--- src/rtl/rgtx_pkg.sv ---
package rgtx_pkg;

    typedef enum logic [1:0] {
        SPD_10   = 2'b00,
        SPD_100  = 2'b01,
        SPD_1000 = 2'b10
    } speed_t;

    typedef struct packed {
        logic en;
        logic rise;
        logic fall;
    } txpat_t;

    localparam txpat_t PAT_IDLE = '{en: 1'b0, rise: 1'b0, fall: 1'b0};
    localparam txpat_t PAT_GIG  = '{en: 1'b1, rise: 1'b1, fall: 1'b0};

    // bit 1 set means gigabit whatever bit 0 holds
    function automatic speed_t decode_speed(input logic [1:0] sel);
        if (sel[1])      return SPD_1000;
        else if (sel[0]) return SPD_100;
        else             return SPD_10;
    endfunction

endpackage

--- src/rtl/rgtx_phase_ctr.sv ---
module rgtx_phase_ctr #(
    parameter int CW = 6
) (
    input  logic          clk,
    input  logic          rst,
    input  logic          restart,
    input  logic [CW-1:0] half,
    output logic [CW-1:0] sub,
    output logic          odd
);
    localparam logic [CW-1:0] ONE = CW'(1);

    always_ff @(posedge clk) begin
        if (rst || restart) begin
            sub <= '0;
            odd <= 1'b0;
        end else if (sub >= half - ONE) begin
            sub <= '0;
            odd <= ~odd;
        end else begin
            sub <= sub + ONE;
        end
    end

    // the position never leaves the current half-period
    assert_sub_in_range_R3: assert property (@(posedge clk) disable iff (rst)
        !restart |-> (sub < half));

    // a completed half-period wraps to position zero
    assert_sub_wrap_R4: assert property (@(posedge clk) disable iff (rst)
        (!restart && (sub == half - ONE)) |=> (sub == '0));

endmodule

--- src/rtl/rgtx_pattern_map.sv ---
module rgtx_pattern_map
    import rgtx_pkg::*;
#(
    parameter int CW = 6
) (
    input  speed_t        spd,
    input  logic [CW-1:0] sub,
    input  logic          odd,
    input  logic [CW-1:0] half,
    output txpat_t        pat
);
    logic [CW:0] pos_r;
    logic [CW:0] pos_f;
    logic [CW:0] lim;

    // half-cycle index of each DDR slot within one forwarded period
    assign pos_r = {sub, 1'b0};
    assign pos_f = {sub, 1'b1};
    assign lim   = {1'b0, half};

    always_comb begin
        if (spd == SPD_1000) begin
            pat = PAT_GIG;
        end else begin
            pat.en   = (sub == '0) && !odd;
            pat.rise = pos_r < lim;
            pat.fall = pos_f < lim;
        end
    end

endmodule

--- src/rtl/rgtx_enable_gen.sv ---
module rgtx_enable_gen
    import rgtx_pkg::*;
#(
    parameter int DIV_100 = 10,
    parameter int DIV_10  = 100
) (
    input  logic       clk,
    input  logic       rst,
    input  logic [1:0] speed_sel,
    output logic       tx_enable,
    output logic       clk_rise,
    output logic       clk_fall
);
    localparam int HALF_100 = DIV_100 / 2;
    localparam int HALF_10  = DIV_10 / 2;
    localparam int CW       = $clog2(HALF_10 + 1);

    speed_t        spd;
    logic [1:0]    sel_q;
    logic          chg;
    logic [CW-1:0] half;
    logic [CW-1:0] sub;
    logic          odd;
    txpat_t        pat;
    txpat_t        pat_q;

    assign spd = decode_speed(speed_sel);
    assign chg = (speed_sel != sel_q);

    always_comb begin
        unique case (spd)
            SPD_10:  half = CW'(HALF_10);
            SPD_100: half = CW'(HALF_100);
            default: half = CW'(1);
        endcase
    end

    rgtx_phase_ctr #(.CW(CW)) u_ctr (
        .clk     (clk),
        .rst     (rst),
        .restart (chg),
        .half    (half),
        .sub     (sub),
        .odd     (odd)
    );

    rgtx_pattern_map #(.CW(CW)) u_map (
        .spd  (spd),
        .sub  (sub),
        .odd  (odd),
        .half (half),
        .pat  (pat)
    );

    always_ff @(posedge clk) begin
        sel_q <= speed_sel;
        if (rst || chg) pat_q <= PAT_IDLE;
        else            pat_q <= pat;
    end

    assign tx_enable = pat_q.en;
    assign clk_rise  = pat_q.rise;
    assign clk_fall  = pat_q.fall;

    // steady gigabit select gives the fixed level
    assert_gig_level_R2: assert property (@(posedge clk) disable iff (rst)
        (!chg && speed_sel[1]) |=> (tx_enable && clk_rise && !clk_fall));

    // enable only on a high phase, single cycle at the lower rates
    assert_en_on_high_R5: assert property (@(posedge clk) disable iff (rst)
        tx_enable |-> clk_rise);

    assert_en_single_R5: assert property (@(posedge clk) disable iff (rst)
        (tx_enable && !speed_sel[1] && !chg) |=> !tx_enable);

    // a select change yields a quiet cycle
    assert_change_quiet_R6: assert property (@(posedge clk) disable iff (rst)
        chg |=> (!tx_enable && !clk_rise && !clk_fall));

    // reset clears the outputs at the next edge
    assert_reset_quiet_R7: assert property (@(posedge clk)
        rst |=> (!tx_enable && !clk_rise && !clk_fall));

endmodule

--- config.mk ---
export PLATFORM = sky130hd
export DESIGN_NAME = rgtx_enable_gen
export DESIGN_NICKNAME = d
export VERILOG_FILES = /design/src/rtl/rgtx_pkg.sv /design/src/rtl/rgtx_phase_ctr.sv /design/src/rtl/rgtx_pattern_map.sv /design/src/rtl/rgtx_enable_gen.sv
export SDC_FILE = /design/constraint.sdc
export NUM_CORES = 1
export LEC_CHECK = 0
export BUFFER_PORTS_ARGS = -buffer_cell sky130_fd_sc_hd__buf_4
export CAP_MARGIN = 40
export CORE_ASPECT_RATIO = 1.4
export CORE_MARGIN = 3
export CORE_UTILIZATION = 30
export CTS_BUF_LIST = sky130_fd_sc_hd__clkbuf_4 sky130_fd_sc_hd__clkbuf_8
export DETAILED_ROUTE_END_ITERATION = 8
export GPL_TIMING_DRIVEN = 0
export PLACE_DENSITY_LB_ADDON = 0.1
export SYNTH_ARGS = -nofsm -noshare
export SYNTH_HDL_FRONTEND = slang
export SYNTH_HIERARCHICAL = 1
export SYNTH_SLANG_ARGS = --single-unit
--- constraint.sdc ---
create_clock -name clk -period 3.4 [get_ports clk]
set_input_delay 0.51 -clock clk [delete_from_list [all_inputs] [get_ports clk]]
set_output_delay 0.51 -clock clk [all_outputs]
set_load 0.01 [all_outputs]
==> results.ini, run 1 <==
[cts]
ctsHoldBuffers = 0
cts_setup_buffers = 0
h-tree-depth = 1
clk_latency_ns = 0.27
cts_resized = 0
cts_num_sinks = 12
cts_buffers = 3
clk_pin_slew_worst_paths_ns = 0.08
cts.path.max_buffers = 2
cts_tree = yes
clock-root-buffer = clkbuf_4

[pwr]
seq_power_share = 0.467
powerDensity_mw_per_mm2 = 321
p_sw_frac = 0.257
comb_power_share = 0.178
p_clk_frac = 0.355
peakVddDrop_mv = 0.198
p_sw_uw = 82.0
p_int_uw = 237
p_leak_uw = 0.000431

[synth]
synth_compound_area_frac = 0.0981
synth_area_um2 = 855
synth_top_family_by_area = simple AND/OR/NAND/NOR gates
synth_cell_types = 29
yosys-top-cells-count = ha_1, dfxtp_1, inv_1, nor2_1
synth.area.top_cells = dfxtp_1, ha_1, xor2_1
synth_adder_area_share = 0.205
synth_mux_area_frac = 0.0117
syn_avg_cell_area_um2 = 9.00
netlist_instances = 95
synth.most_common_cell = ha_1
synth_top_cell_by_area = dfxtp_1
synth_edf_count = 0
seq_area_frac_synth = 0.281
synthXorXnorAreaFrac = 0.102
synth_ff_type = dfxtp_1
synth_top_area_frac = 0.281
yosysWarnings = 6
yosys.area_share.simple = 0.245
ys_ff_latch = 12
async_flop_share = 0

[layout]
layout.nets = 127
fin_util = 0.372
drive_gt1_frac = 0.167
n_antenna_cell = 0
area_delta_synth_final_pct = 16.1
final_area_um2 = 992

[global_route]
grt_usage = 0.107
grt_pass1_wl_um = 2830
gr-total-overflow = 0
grt_antenna_before_repair = 0
grt_pass1_vias = 632
grt_start_max_net_pins = 10

[setup_path]
end_kind = register
cp_top_family = simple AND/OR/NAND/NOR gates
cp_cell_sequence = buf_4 > or2_2 > inv_1 > inv_1 > ha_1 > nand2_1 > xor2_1 > ha_1 > nand4_1 > o2111ai_2 > nor2_1
path_max_fanout = 9
path_class = primary input to register
crit_required_ns = 3.56
crit_slowest_cell = or2_2
crit_buf_inv = 3
cp.arrival_ns = 2.53
max_stage_delay_ns = 0.33
startpoint_type = primary input

[floorplan]
initial_core_util = 0.320
fp.dieW_um = 51.1
core_mm2 = 0.00267
die_area_mm2 = 0.00353
row_count = 22
ios = 7
dieHeight_um = 69.2

[route]
wl_per_cell_um = 11.2
ant_nets = 0
viasPerCell = 4.56
drc_errors = 0
wirelength_um = 1620
drt-initial-drc-count = 13
vias = 656
dr.pass1.iters = 2

[timing]
fin_ws_ns = 1.03
max_freq_mhz = 422
fin_crit_sh = 0.698
post-route-min-period_ns = 2.37
setup_viol = 0
slew_viol_final = 0
rsz0062_at_grt = no
hold_viol = 0
finalSetupTns_ns = 0
finClkSkew_ns = 0.00305

[hold_path]
worstHoldPathType = primary input to register

[placement]
gp_congestion = 0.742
io_buffers = 6
post-dp-hpwl_um = 1330
place_area_um2 = 956
post-place-ws_ns = 0.710

[status]
status = finished clean

[flow_run]
cap_viol_max_count = 0

## power groups by stage
stage / Sequential, µW / Clock (µW) / Combinational, µW
after floorplan: 152 / 0 / 40.0
after global placement: 152 / 0 / 56.4
after detailed placement: 152 / 0 / 57.7
after CTS: 149 / 119 / 57.9
after global routing: 150 / 122 / 65.6
final: 149 / 113 / 56.6
## logic make-up after synthesis
group,count (synthesis)
AO/OA/AOI/OAI,11
XOR/XNOR,10
adder cells (fa/ha/maj),14
buffers and inverters,12
flip-flops,12
multiplexers,1
other,1
AND/OR/NAND/NOR,34
## stage by stage
stage | cells | hold slack (ns) | power, µW
floorplan | 98 | 0.443 | 193
global placement | 140 | 0.454 | 209
detailed placement | 140 | 0.480 | 210
CTS | 144 | 0.356 | 326
global route | 144 | 0.365 | 337
finish | 144 | 0.367 | 319
## worst register-to-register path, delay by kind of cell, from the launching register on
kind / cells / cell delay, ns
flops: 1 / 0.49
compound gates: 2 / 0.49
simple gates: 2 / 0.30
fa+ha+maj: 1 / 0.27
buf+inv: 1 / 0.08
## worst paths after layout
kind | cells past startpoint | endpoint | start | slack (ns)
min | 1 | sel_q[0] | speed_sel[0] | 0.37
max reg2reg | 6 | u_ctr/sub[5] | u_ctr/sub[0] | 1.72
max | 11 | u_ctr/sub[5] | speed_sel[0] | 1.03
min reg2reg | 2 | u_ctr/odd | u_ctr/odd | 0.48
## final cells by class
cell class / instances / area, µm²
Clock buffer: 4 / 36.3
Fill cell: 296 / 1680
Inverter: 12 / 45.0
Multi-Input combinational cell: 74 / 581
Sequential cell: 12 / 240
Tap cell: 36 / 45.0
Timing Repair Buffer: 6 / 45.0
## flip-flops by register name, summed over array words and instances, names as in the netlist
name       count
tx_enable      1
clk_rise       1
clk_fall       1
u_ctr/sub      6
u_ctr/odd      1
sel_q          2
## cells in the final DEF, fill, tap and decap left out, types with 4 or more instances in the layout
cell type	instances
xnor2_1	4
a21oi_1	6
nor4b_1	4
ha_1	14
inv_1	12
xor2_1	6
buf_4	6
dfxtp_1	12
conb_1	4
nor2_1	9
## layer usage
metal	GRT usage	wire length [µm]	up-vias
met4	0.0689	39	0
li1	-	-	348
met1	0.121	710	295
met2	0.176	818	9
met5	0	0	-
met3	0.0216	48	4
Note: power is estimated with default switching activity, not from simulation.
==> run 2: changes to the inputs <==
clock period = 2.12 ns   (was 3.4 ns; I/O delays follow)
==> results.ini, run 2 (same netlist as run 1, synthesis figures left out) <==
[route]
drc_errors = 0  ; unchanged
viasPerCell = 4.59  ; +0.65%
wl_per_cell_um = 11.3  ; +1.1%
vias = 674  ; +2.7%
drt-initial-drc-count = 13  ; unchanged
wirelength_um = 1670  ; +3.2%
ant_nets = 0  ; unchanged
dr.pass1.iters = 3  ; +1

[pwr]
p_sw_uw = 137  ; +67%
design_power_total_uw = 525  ; +65%
p_leak_uw = 0.000446  ; +3.5%
powerDensity_mw_per_mm2 = 497  ; +55%
p_clk_frac = 0.346  ; -0.009
seq_power_share = 0.455  ; -0.012
comb_power_share = 0.199  ; +0.021
peakVddDrop_mv = 0.325  ; +64%
p_sw_frac = 0.260  ; +0.00325
p_int_uw = 389  ; +64%

[hold_path]
worstHoldPathType = primary input to register
hold_path_startpoint = speed_sel[1]
whs_endpoint = sel_q[1]
min_path_cells = 1  ; unchanged

[layout]
layout.nets = 130  ; +2.4%
drive_gt1_frac = 0.207  ; +0.0405
area_delta_synth_final_pct = 23.7
layout_commonest_cell = ha_1
regMostFlops = u_ctr/sub
largest_reg_flops = 6  ; unchanged
fin_util = 0.396  ; +0.0244
n_antenna_cell = 0  ; unchanged
layout_common_cells = ha_1, dfxtp_1, inv_1, nor2_1, buf_4
top_regs = u_ctr/sub: 6 flops, sel_q: 2 flops

[timing]
hold_viol = 0  ; unchanged
finClkSkew_ns = 0.00308  ; +0.0000243 ns
rsz0062_at_grt = yes
setup_viol = 0  ; unchanged
slew_viol_final = 0  ; unchanged
max_freq_mhz = 488
post-route-min-period_ns = 2.05
fin_crit_sh = 0.966

[floorplan]
dieHeight_um = 69.2  ; unchanged
initial_core_util = 0.320  ; unchanged
fp.dieW_um = 51.1  ; unchanged
row_count = 22  ; unchanged
die_area_mm2 = 0.00353  ; unchanged
core_mm2 = 0.00267  ; unchanged
ios = 7  ; unchanged

[global_route]
met1_usage = 0.121  ; unchanged
busiest_layer = met2
gr-total-overflow = 0  ; unchanged
grt_start_max_net_pins = 8  ; -2
grt_pass1_wl_um = 2860  ; +1.2%
met2_usage = 0.181  ; +0.00430
grt_antenna_before_repair = 0  ; unchanged
grt_usage = 0.108  ; +0.00130
grt_pass1_vias = 645  ; +2.1%
met3_usage = 0.0216  ; unchanged

[setup_path]
setup.worst_path.start = speed_sel[1]
path_max_fanout = 5  ; -4
crit_slowest_cell = or3_4
rr_startpoint = u_ctr/sub[0]
r2r_end = u_ctr/sub[5]
cp.arrival_ns = 2.25  ; -0.28 ns
rrSetupSlack_ns = 0.43  ; -1.29 ns
r2r_cells = 6  ; unchanged
crit_required_ns = 2.32  ; -1.24 ns
cp_cell_sequence = buf_8 > and2b_2 > or3_4 > nor3_4 > xnor2_1 > ha_1 > nand4_1 > o211ai_1 > mux2i_1
max_stage_delay_ns = 0.40  ; +0.07 ns
path_class = primary input to register
end_kind = register
startpoint_type = primary input

[placement]
post-dp-hpwl_um = 1330  ; unchanged
io_buffers = 6  ; unchanged
gp_congestion = 0.742  ; unchanged

[cts]
h-tree-depth = 1  ; unchanged
clock-root-buffer = clkbuf_4
clk_latency_ns = 0.27  ; about the same
cts_num_sinks = 12  ; unchanged
clk_pin_slew_worst_paths_ns = 0.07  ; about the same
cts.path.max_buffers = 2  ; unchanged
cts_buffers = 3  ; unchanged
cts_tree = yes
ctsHoldBuffers = 0  ; unchanged

[flow_run]
cap_viol_max_count = 0  ; unchanged

[status]
status = finished clean

==> run 2: changes by cell type in the layout (fill, tap and decap cells not counted), sizes merged <==
cell      before  now
clkinvlp       0    1
buf            6    9
inv           12   11
==> run 2: worst max-delay path by stage <==
stage,end,cells after the start
after floorplan,u_ctr/sub[2],10
after global placement,u_ctr/sub[2],11
after detailed placement,u_ctr/sub[5],11
after CTS,u_ctr/sub[5],9
after global routing,u_ctr/odd,10
final,u_ctr/odd,9
==> run 2: power groups by stage <==
stage                     sequential, µW  combinational, µW  clock, µW
final                                239                105        182
after global routing                 240                119        196
after CTS                            239               95.5        190
after detailed placement             244               92.6          0
after global placement               244               90.4          0
after floorplan                      245               64.2          0
==> run 2: stage by stage <==
| stage | setup TNS [ns] | worst slack (ns) | cells | hold slack (ns) | cell area (µm²) |
|---|---|---|---|---|---|
| finish | 0 | 0.0717 | 147 | 0.154 | 1060 |
| global route | -0.0699 | -0.0579 | 147 | 0.142 | 1060 |
| CTS | 0 | 0.0120 | 145 | 0.164 | 1000 |
| detailed placement | -2.87 | -0.378 | 140 | 0.455 | 956 |
| global placement | -2.46 | -0.319 | 140 | 0.448 | 956 |
| floorplan | 0 | 0.0187 | 98 | 0.346 | 866 |
==> run 2: worst max-delay path, delay by kind of cell <==
kind	cells	cell delay (ns)
compound gates	1	0.27
xor+xnor	1	0.09
fa+ha+maj	1	0.33
buf+inv	1	0.08
mux	1	0.21
simple gates	4	0.96
==> run 2: cell type report <==
cell class	count	area [µm²]
Multi-Input combinational cell	74	604
Inverter	12	48.8
Fill cell	293	1610
Tap cell	36	45.0
Timing Repair Buffer	9	82.6
Clock buffer	4	36.3
Sequential cell	12	240
==> run 2: timing repair <==
item                                    in CTS  in global routing
resized for setup                            1                  8
pin swaps                                    1                  5
buffers inserted                             1                  2
endpoints found under the setup margin       7                  7
==> run 2: per-layer routing <==
layer	vias to the layer above	share of wire
li1	356	-
met1	305	0.42
met2	9	0.52
met3	4	0.029
met4	0	0.023
met5	-	0
